<file path="src/rtl/tsf_pkg.sv">
package tsf_pkg;
  localparam int PID_W   = 13;
  localparam int BIT_EN  = 15;
  localparam int BIT_BLK = 13;
  localparam int BIT_ORD = 14;
  localparam int BIT_ALL = 16;
  localparam logic [PID_W-1:0] PID_PARK = 13'h1FFF;

  typedef struct packed {
    logic             en;
    logic [PID_W-1:0] pid;
  } slot_t;
endpackage

</file>
<file path="src/rtl/tsf_framer.sv">
module tsf_framer #(
  parameter int          PKT_LEN = 188,
  parameter logic [7:0]  SYNC    = 8'h47,
  parameter int          POS_W   = 8
) (
  input  logic             clk,
  input  logic             rst,
  input  logic             in_valid,
  input  logic [7:0]       in_byte,
  output logic             acc,
  output logic [POS_W-1:0] pos
);
  // a byte is taken when inside a packet, or when it is a sync byte at position 0
  always_comb acc = in_valid && ((pos != '0) || (in_byte == SYNC));

  always_ff @(posedge clk) begin
    if (rst) begin
      pos <= '0;
    end else if (acc) begin
      pos <= (pos == POS_W'(PKT_LEN - 1)) ? '0 : pos + 1'b1;
    end
  end
endmodule

</file>
<file path="src/rtl/tsf_slots.sv">
module tsf_slots
  import tsf_pkg::*;
#(
  parameter int NSLOT  = 8,
  parameter int SLOT_W = 3
) (
  input  logic              clk,
  input  logic              rst,
  input  logic              cfg_we,
  input  logic [SLOT_W-1:0] cfg_slot,
  input  logic [31:0]       cfg_data,
  input  logic [7:0]        hdr_hi,
  input  logic [7:0]        hdr_lo,
  output logic              keep,
  output logic              ord
);
  slot_t            tbl [NSLOT];
  logic             blk_q, all_q, ord_q;
  logic [NSLOT-1:0] hit;
  logic [PID_W-1:0] pid;

  always_comb pid = {hdr_hi[PID_W-9:0], hdr_lo};

  for (genvar s = 0; s < NSLOT; s++) begin : g_slot
    always_ff @(posedge clk) begin
      if (rst) begin
        tbl[s] <= '{en: 1'b0, pid: PID_PARK};
      end else if (cfg_we && cfg_slot == SLOT_W'(s)) begin
        tbl[s] <= '{en: cfg_data[BIT_EN], pid: cfg_data[PID_W-1:0]};
      end
    end
    assign hit[s] = tbl[s].en && (tbl[s].pid == pid);
  end

  always_ff @(posedge clk) begin
    if (rst) begin
      blk_q <= 1'b0;
      all_q <= 1'b0;
      ord_q <= 1'b0;
    end else if (cfg_we && cfg_slot == '0) begin
      blk_q <= cfg_data[BIT_BLK];
      all_q <= cfg_data[BIT_ALL];
      ord_q <= cfg_data[BIT_ORD];
    end
  end

  // block-all wins over everything, pass-all over slot matches
  always_comb begin
    keep = !blk_q && (all_q || (|hit));
    ord  = ord_q;
  end
endmodule

</file>
<file path="src/rtl/tsf_packer.sv">
module tsf_packer #(
  parameter int POS_W = 8
) (
  input  logic             clk,
  input  logic             rst,
  input  logic             acc,
  input  logic [POS_W-1:0] pos,
  input  logic [7:0]       in_byte,
  input  logic             keep_in,
  input  logic             ord_in,
  output logic [7:0]       last_byte,
  output logic             out_valid,
  output logic [31:0]      out_word,
  output logic             out_sop
);
  localparam int HIST = 3;

  logic [7:0] hist [HIST];
  logic       keep_q, ord_q;
  logic       word_end;

  assign last_byte = hist[HIST-1];
  always_comb word_end = acc && (pos[1:0] == 2'b11);

  always_ff @(posedge clk) begin
    if (rst) begin
      for (int i = 0; i < HIST; i++) hist[i] <= '0;
    end else if (acc) begin
      for (int i = 0; i < HIST - 1; i++) hist[i] <= hist[i+1];
      hist[HIST-1] <= in_byte;
    end
  end

  always_ff @(posedge clk) begin
    if (rst) begin
      keep_q <= 1'b0;
      ord_q  <= 1'b0;
    end else if (acc && pos == POS_W'(2)) begin
      keep_q <= keep_in;
      ord_q  <= ord_in;
    end
  end

  always_ff @(posedge clk) begin
    if (rst) begin
      out_valid <= 1'b0;
      out_sop   <= 1'b0;
      out_word  <= '0;
    end else begin
      out_valid <= word_end && keep_q;
      out_sop   <= word_end && keep_q && (pos == POS_W'(3));
      if (word_end) begin
        out_word <= ord_q ? {in_byte, hist[2], hist[1], hist[0]}
                          : {hist[0], hist[1], hist[2], in_byte};
      end
    end
  end
endmodule

</file>
<file path="src/rtl/ts_pid_gate.sv">
module ts_pid_gate #(
  parameter int         NSLOT   = 8,
  parameter int         PKT_LEN = 188,
  parameter logic [7:0] SYNC    = 8'h47,
  localparam int        SLOT_W  = $clog2(NSLOT),
  localparam int        POS_W   = $clog2(PKT_LEN)
) (
  input  logic              clk,
  input  logic              rst,
  input  logic              cfg_we,
  input  logic [SLOT_W-1:0] cfg_slot,
  input  logic [31:0]       cfg_data,
  input  logic              in_valid,
  input  logic [7:0]        in_byte,
  output logic              out_valid,
  output logic [31:0]       out_word,
  output logic              out_sop
);
  logic             acc;
  logic [POS_W-1:0] pos;
  logic [7:0]       last_byte;
  logic             keep, ord;

  tsf_framer #(.PKT_LEN(PKT_LEN), .SYNC(SYNC), .POS_W(POS_W)) u_framer (
    .clk(clk), .rst(rst), .in_valid(in_valid), .in_byte(in_byte),
    .acc(acc), .pos(pos)
  );

  tsf_slots #(.NSLOT(NSLOT), .SLOT_W(SLOT_W)) u_slots (
    .clk(clk), .rst(rst), .cfg_we(cfg_we), .cfg_slot(cfg_slot),
    .cfg_data(cfg_data), .hdr_hi(last_byte), .hdr_lo(in_byte),
    .keep(keep), .ord(ord)
  );

  tsf_packer #(.POS_W(POS_W)) u_packer (
    .clk(clk), .rst(rst), .acc(acc), .pos(pos), .in_byte(in_byte),
    .keep_in(keep), .ord_in(ord), .last_byte(last_byte),
    .out_valid(out_valid), .out_word(out_word), .out_sop(out_sop)
  );
endmodule

</file>
<file path="config.mk">
export PLATFORM = sky130hd
export DESIGN_NAME = ts_pid_gate
export DESIGN_NICKNAME = d
export VERILOG_FILES = /design/src/rtl/tsf_pkg.sv /design/src/rtl/tsf_framer.sv /design/src/rtl/tsf_slots.sv /design/src/rtl/tsf_packer.sv /design/src/rtl/ts_pid_gate.sv
export SDC_FILE = /design/constraint.sdc
export NUM_CORES = 1
export LEC_CHECK = 0
export BUFFER_PORTS_ARGS = -buffer_cell sky130_fd_sc_hd__buf_4
export CELL_PAD_IN_SITES_DETAIL_PLACEMENT = 0
export CELL_PAD_IN_SITES_GLOBAL_PLACEMENT = 1
export CORE_UTILIZATION = 45
export CTS_BUF_LIST = sky130_fd_sc_hd__clkbuf_4 sky130_fd_sc_hd__clkbuf_8
export DETAILED_ROUTE_END_ITERATION = 7
export GPL_TIMING_DRIVEN = 0
export PLACE_DENSITY = 0.8
export RECOVER_POWER = 100
export SLEW_MARGIN = 0
export SYNTH_ARGS = -nofsm -noshare
export SYNTH_HDL_FRONTEND = slang
export SYNTH_SLANG_ARGS = --single-unit
</file>
<file path="constraint.sdc">
create_clock -name clk -period 3.2 [get_ports clk]
set_clock_uncertainty 0.15 [all_clocks]
set_input_delay 0.48 -clock clk [delete_from_list [all_inputs] [get_ports clk]]
set_output_delay 0.48 -clock clk [all_outputs]
set_load 0.02 [all_outputs]
</file>
==> impl_metrics.ini <==
[place]
placedCellCount = 987
port_buffers = 64
dp_slack_ns = 0.208
postPlaceCellArea_sq_mm = 0.00927
gp_congestion = 0.846
dp_hpwl_um = 14100

[worst_setup_path]
worst_path_max_delay_cell = inv_1
crit_path_start_kind = primary input
worstSetupEndpointType = register
r2r-start = u_framer.pos[0]
worstPathArrival_ns = 2.66
critPathBufInv = 2
critPathMaxStageDelay_ns = 0.70
required_ns = 3.15
cp_max_fo = 25
crit_chain = buf_4 -> or4b_1 -> o21ai_0 -> o21ai_2 -> and2_0 -> inv_1
startpoint = in_byte[7]
criticalPathCategory = primary input to register
cpLargestDelayFamily = buffers and inverters

[synth]
syn_nets = 737
yosys_warnings = 0
ys_seq_area_share_pct = 59.5
synthFlopType = edfxtp_1
syn_area_per_cell_sq_um = 12.3
synth_area_sq_mm = 0.00845
netlist_instances = 687
synth-edff-count = 136
async_reset_ff_share_pct = 0
synth-seq-cells = 183
ys_types = 35

[die]
start_util_pct = 46.4
core-area_sq_mm = 0.0182
die_x_um = 139
die_h_um = 139
die_area_sq_mm = 0.0193
io_pins = 81
rows = 49

[final_layout]
n_antenna_cell = 0
area_growth_pct = 12.4
num-fill-cells = 1631
nets = 827
final-instance-count-excl-fill = 1019
design_area_sq_mm = 0.00950
drive_gt1_share_pct = 14.4
postLayoutCoreUtil_pct = 52.2

[grt]
antenna_found_initial = 0
grt_max_degree = 26
grt_first_pass_wirelength_um = 32000
grt_pass1_vias = 5562
grt_use_total_pct = 22.5
grt-ovfl-total = 0

[pwr]
power_mw = 4.73
power.internal_mw = 3.58
power_leakage_nw = 2.98
p_seq_share_pct = 57.2
max-vdd-ir-drop_uv = 324
p_sw_mw = 1.15
powerDensity_mw_per_mm2 = 498
pwr-share-clk_pct = 34.6
pwr-share-comb_pct = 8.3
switching_share_pct = 24.2

[timing]
fin_ws_ns = 0.485
finalSetupViolCount = 0
max_freq_mhz = 368
period_needed_ns = 2.71
slew_violations = 0
finalHoldViolations = 0
finalCritPeriodShare_pct = 84.8
rsz0062_at_grt = no
relSlewSlack_pct = 30.2
tightest_slew_ns = 1.04

[status]
status = complete, but fails checks
violations = DRC

[clock_network]
cts_hold_buf = 0
path_clk_slew_ns = 0.10
cts_buffer_depth = 2
cts_tree = yes
cts_sinks = 183
cts-root-buf = clkbuf_8
clock_latency_ns = 0.47
cts_made_buffers = 17
postCtsSetupBuffers = 0
post_cts_resized = 0
cts_max_level = 4

[detailed_routing]
num_vias = 5561
routed_via_density = 5.46
drc = 10
met3_length_um = 1350
routed.top_layer = met4
dr.pass1.iters = 8
met1_length_um = 9180
met2_length_um = 10000
drt_iter0_markers = 458
wl_per_cell_um = 20.4
final_antenna_net_count = 0
wirelength_um = 20800

[flow_run]
drv_cap = 0

[min_path]
hold_class = primary input to register
hold_path.startpoint = cfg_data[14]
==> cell type report <==
| class | instances | area (sq um) | area share [%] |
|---|---|---|---|
| sequential | 183 | 5020 | 52.9 |
| multi-input combinational | 452 | 3150 | 33.2 |
| timing repair buffer | 71 | 372 | 3.91 |
| tap | 229 | 287 | 3.02 |
| clock buffer | 17 | 234 | 2.46 |
| buffer | 45 | 229 | 2.41 |
| clock inverter | 15 | 174 | 1.83 |
| inverter | 7 | 26.3 | 0.277 |
==> stage by stage <==
stage	setup TNS, ns	hold WS, ns
detailed placement	0	0.340
global route	0	0.0816
floorplan	0	0.310
finish	0	0.104
global placement	-0.0337	0.335
CTS	0	0.0870
==> worst paths after layout <==
check	end	slack [ns]	cells past startpoint
worst max register to register	u_packer.hist[0][14]	0.71	6
worst min-delay path	u_slots.ord	0.10	3
worst max-delay path	u_packer.hist[0][14]	0.49	6
worst min register to register	u_packer.out_word[3]	0.35	2
==> logic make-up after synthesis <==
logic type      share of synthesized area (%)
flops                                    59.5
simple gates                             17.1
fa+ha+maj                               0.444
compound gates                           3.94
mux                                      4.50
xor+xnor                                 11.4
buf+inv                                  3.15
==> cell usage after synthesis, types with 11 or more instances <==
cell / count / area share [%]
or2_2: 40 / 3.0
nand2b_1: 29 / 2.1
edfxtp_1: 136 / 48
nor4_1: 11 / 0.81
nor2_1: 49 / 2.2
clkbuf_1: 24 / 1.1
or3_1: 43 / 3.2
mux2i_1: 38 / 4.5
dfxtp_1: 47 / 11
xor2_1: 21 / 2.2
nand4_1: 22 / 1.6
and2_1: 27 / 2.0
buf_4: 16 / 1.4
xnor2_1: 89 / 9.2
a211oi_1: 32 / 2.8
==> tightest hold or removal path, cell delays in order <==
cell	delay, ns
buf_4	0.08
mux2i_1	0.05
nor2_1	0.08
==> routing by layer <==
layer  vias up  GRT usage (%)
li1       2610              -
met1      2748           30.1
met2       182           37.5
met3        21           4.73
met4         0           5.56
met5         -              0
==> flip-flops by register name, indices dropped and copies added (netlist names) <==
signal              count
u_slots.tbl           112
u_packer.out_word      32
u_packer.hist          24
u_framer.pos            8
u_packer.keep_q         1
u_packer.ord_q          1
u_packer.out_sop        1
u_packer.out_valid      1
u_slots.all_q           1
u_slots.blk_q           1
u_slots.ord             1
==> cell usage in the layout, fill, tap and decap left out, types with 4 or more instances in the layout <==
cell / instances
and2_0: 17
mux2i_1: 38
dfxtp_1: 47
or3_1: 43
nor3_1: 10
xor2_1: 21
nand2_1: 7
clkbuf_1: 72
clkbuf_8: 17
xnor2_1: 89
nand3_1: 10
or2_2: 39
nand2b_1: 29
inv_6: 4
edfxtp_1: 136
inv_1: 7
nor4_1: 11
nor2_1: 50
buf_4: 44
o21ai_0: 8
and2_1: 10
a211oi_1: 32
nand4_1: 22
==> power groups by stage <==
stage | Sequential (mW) | Combinational [mW] | Clock (mW)
finish | 2.70 | 0.391 | 1.63
global route | 2.72 | 0.419 | 1.74
CTS | 2.70 | 0.399 | 1.65
detailed placement | 2.76 | 0.397 | 0
global placement | 2.76 | 0.380 | 0
floorplan | 2.75 | 0.243 | 0
Note: power is estimated with default switching activity, not from simulation.
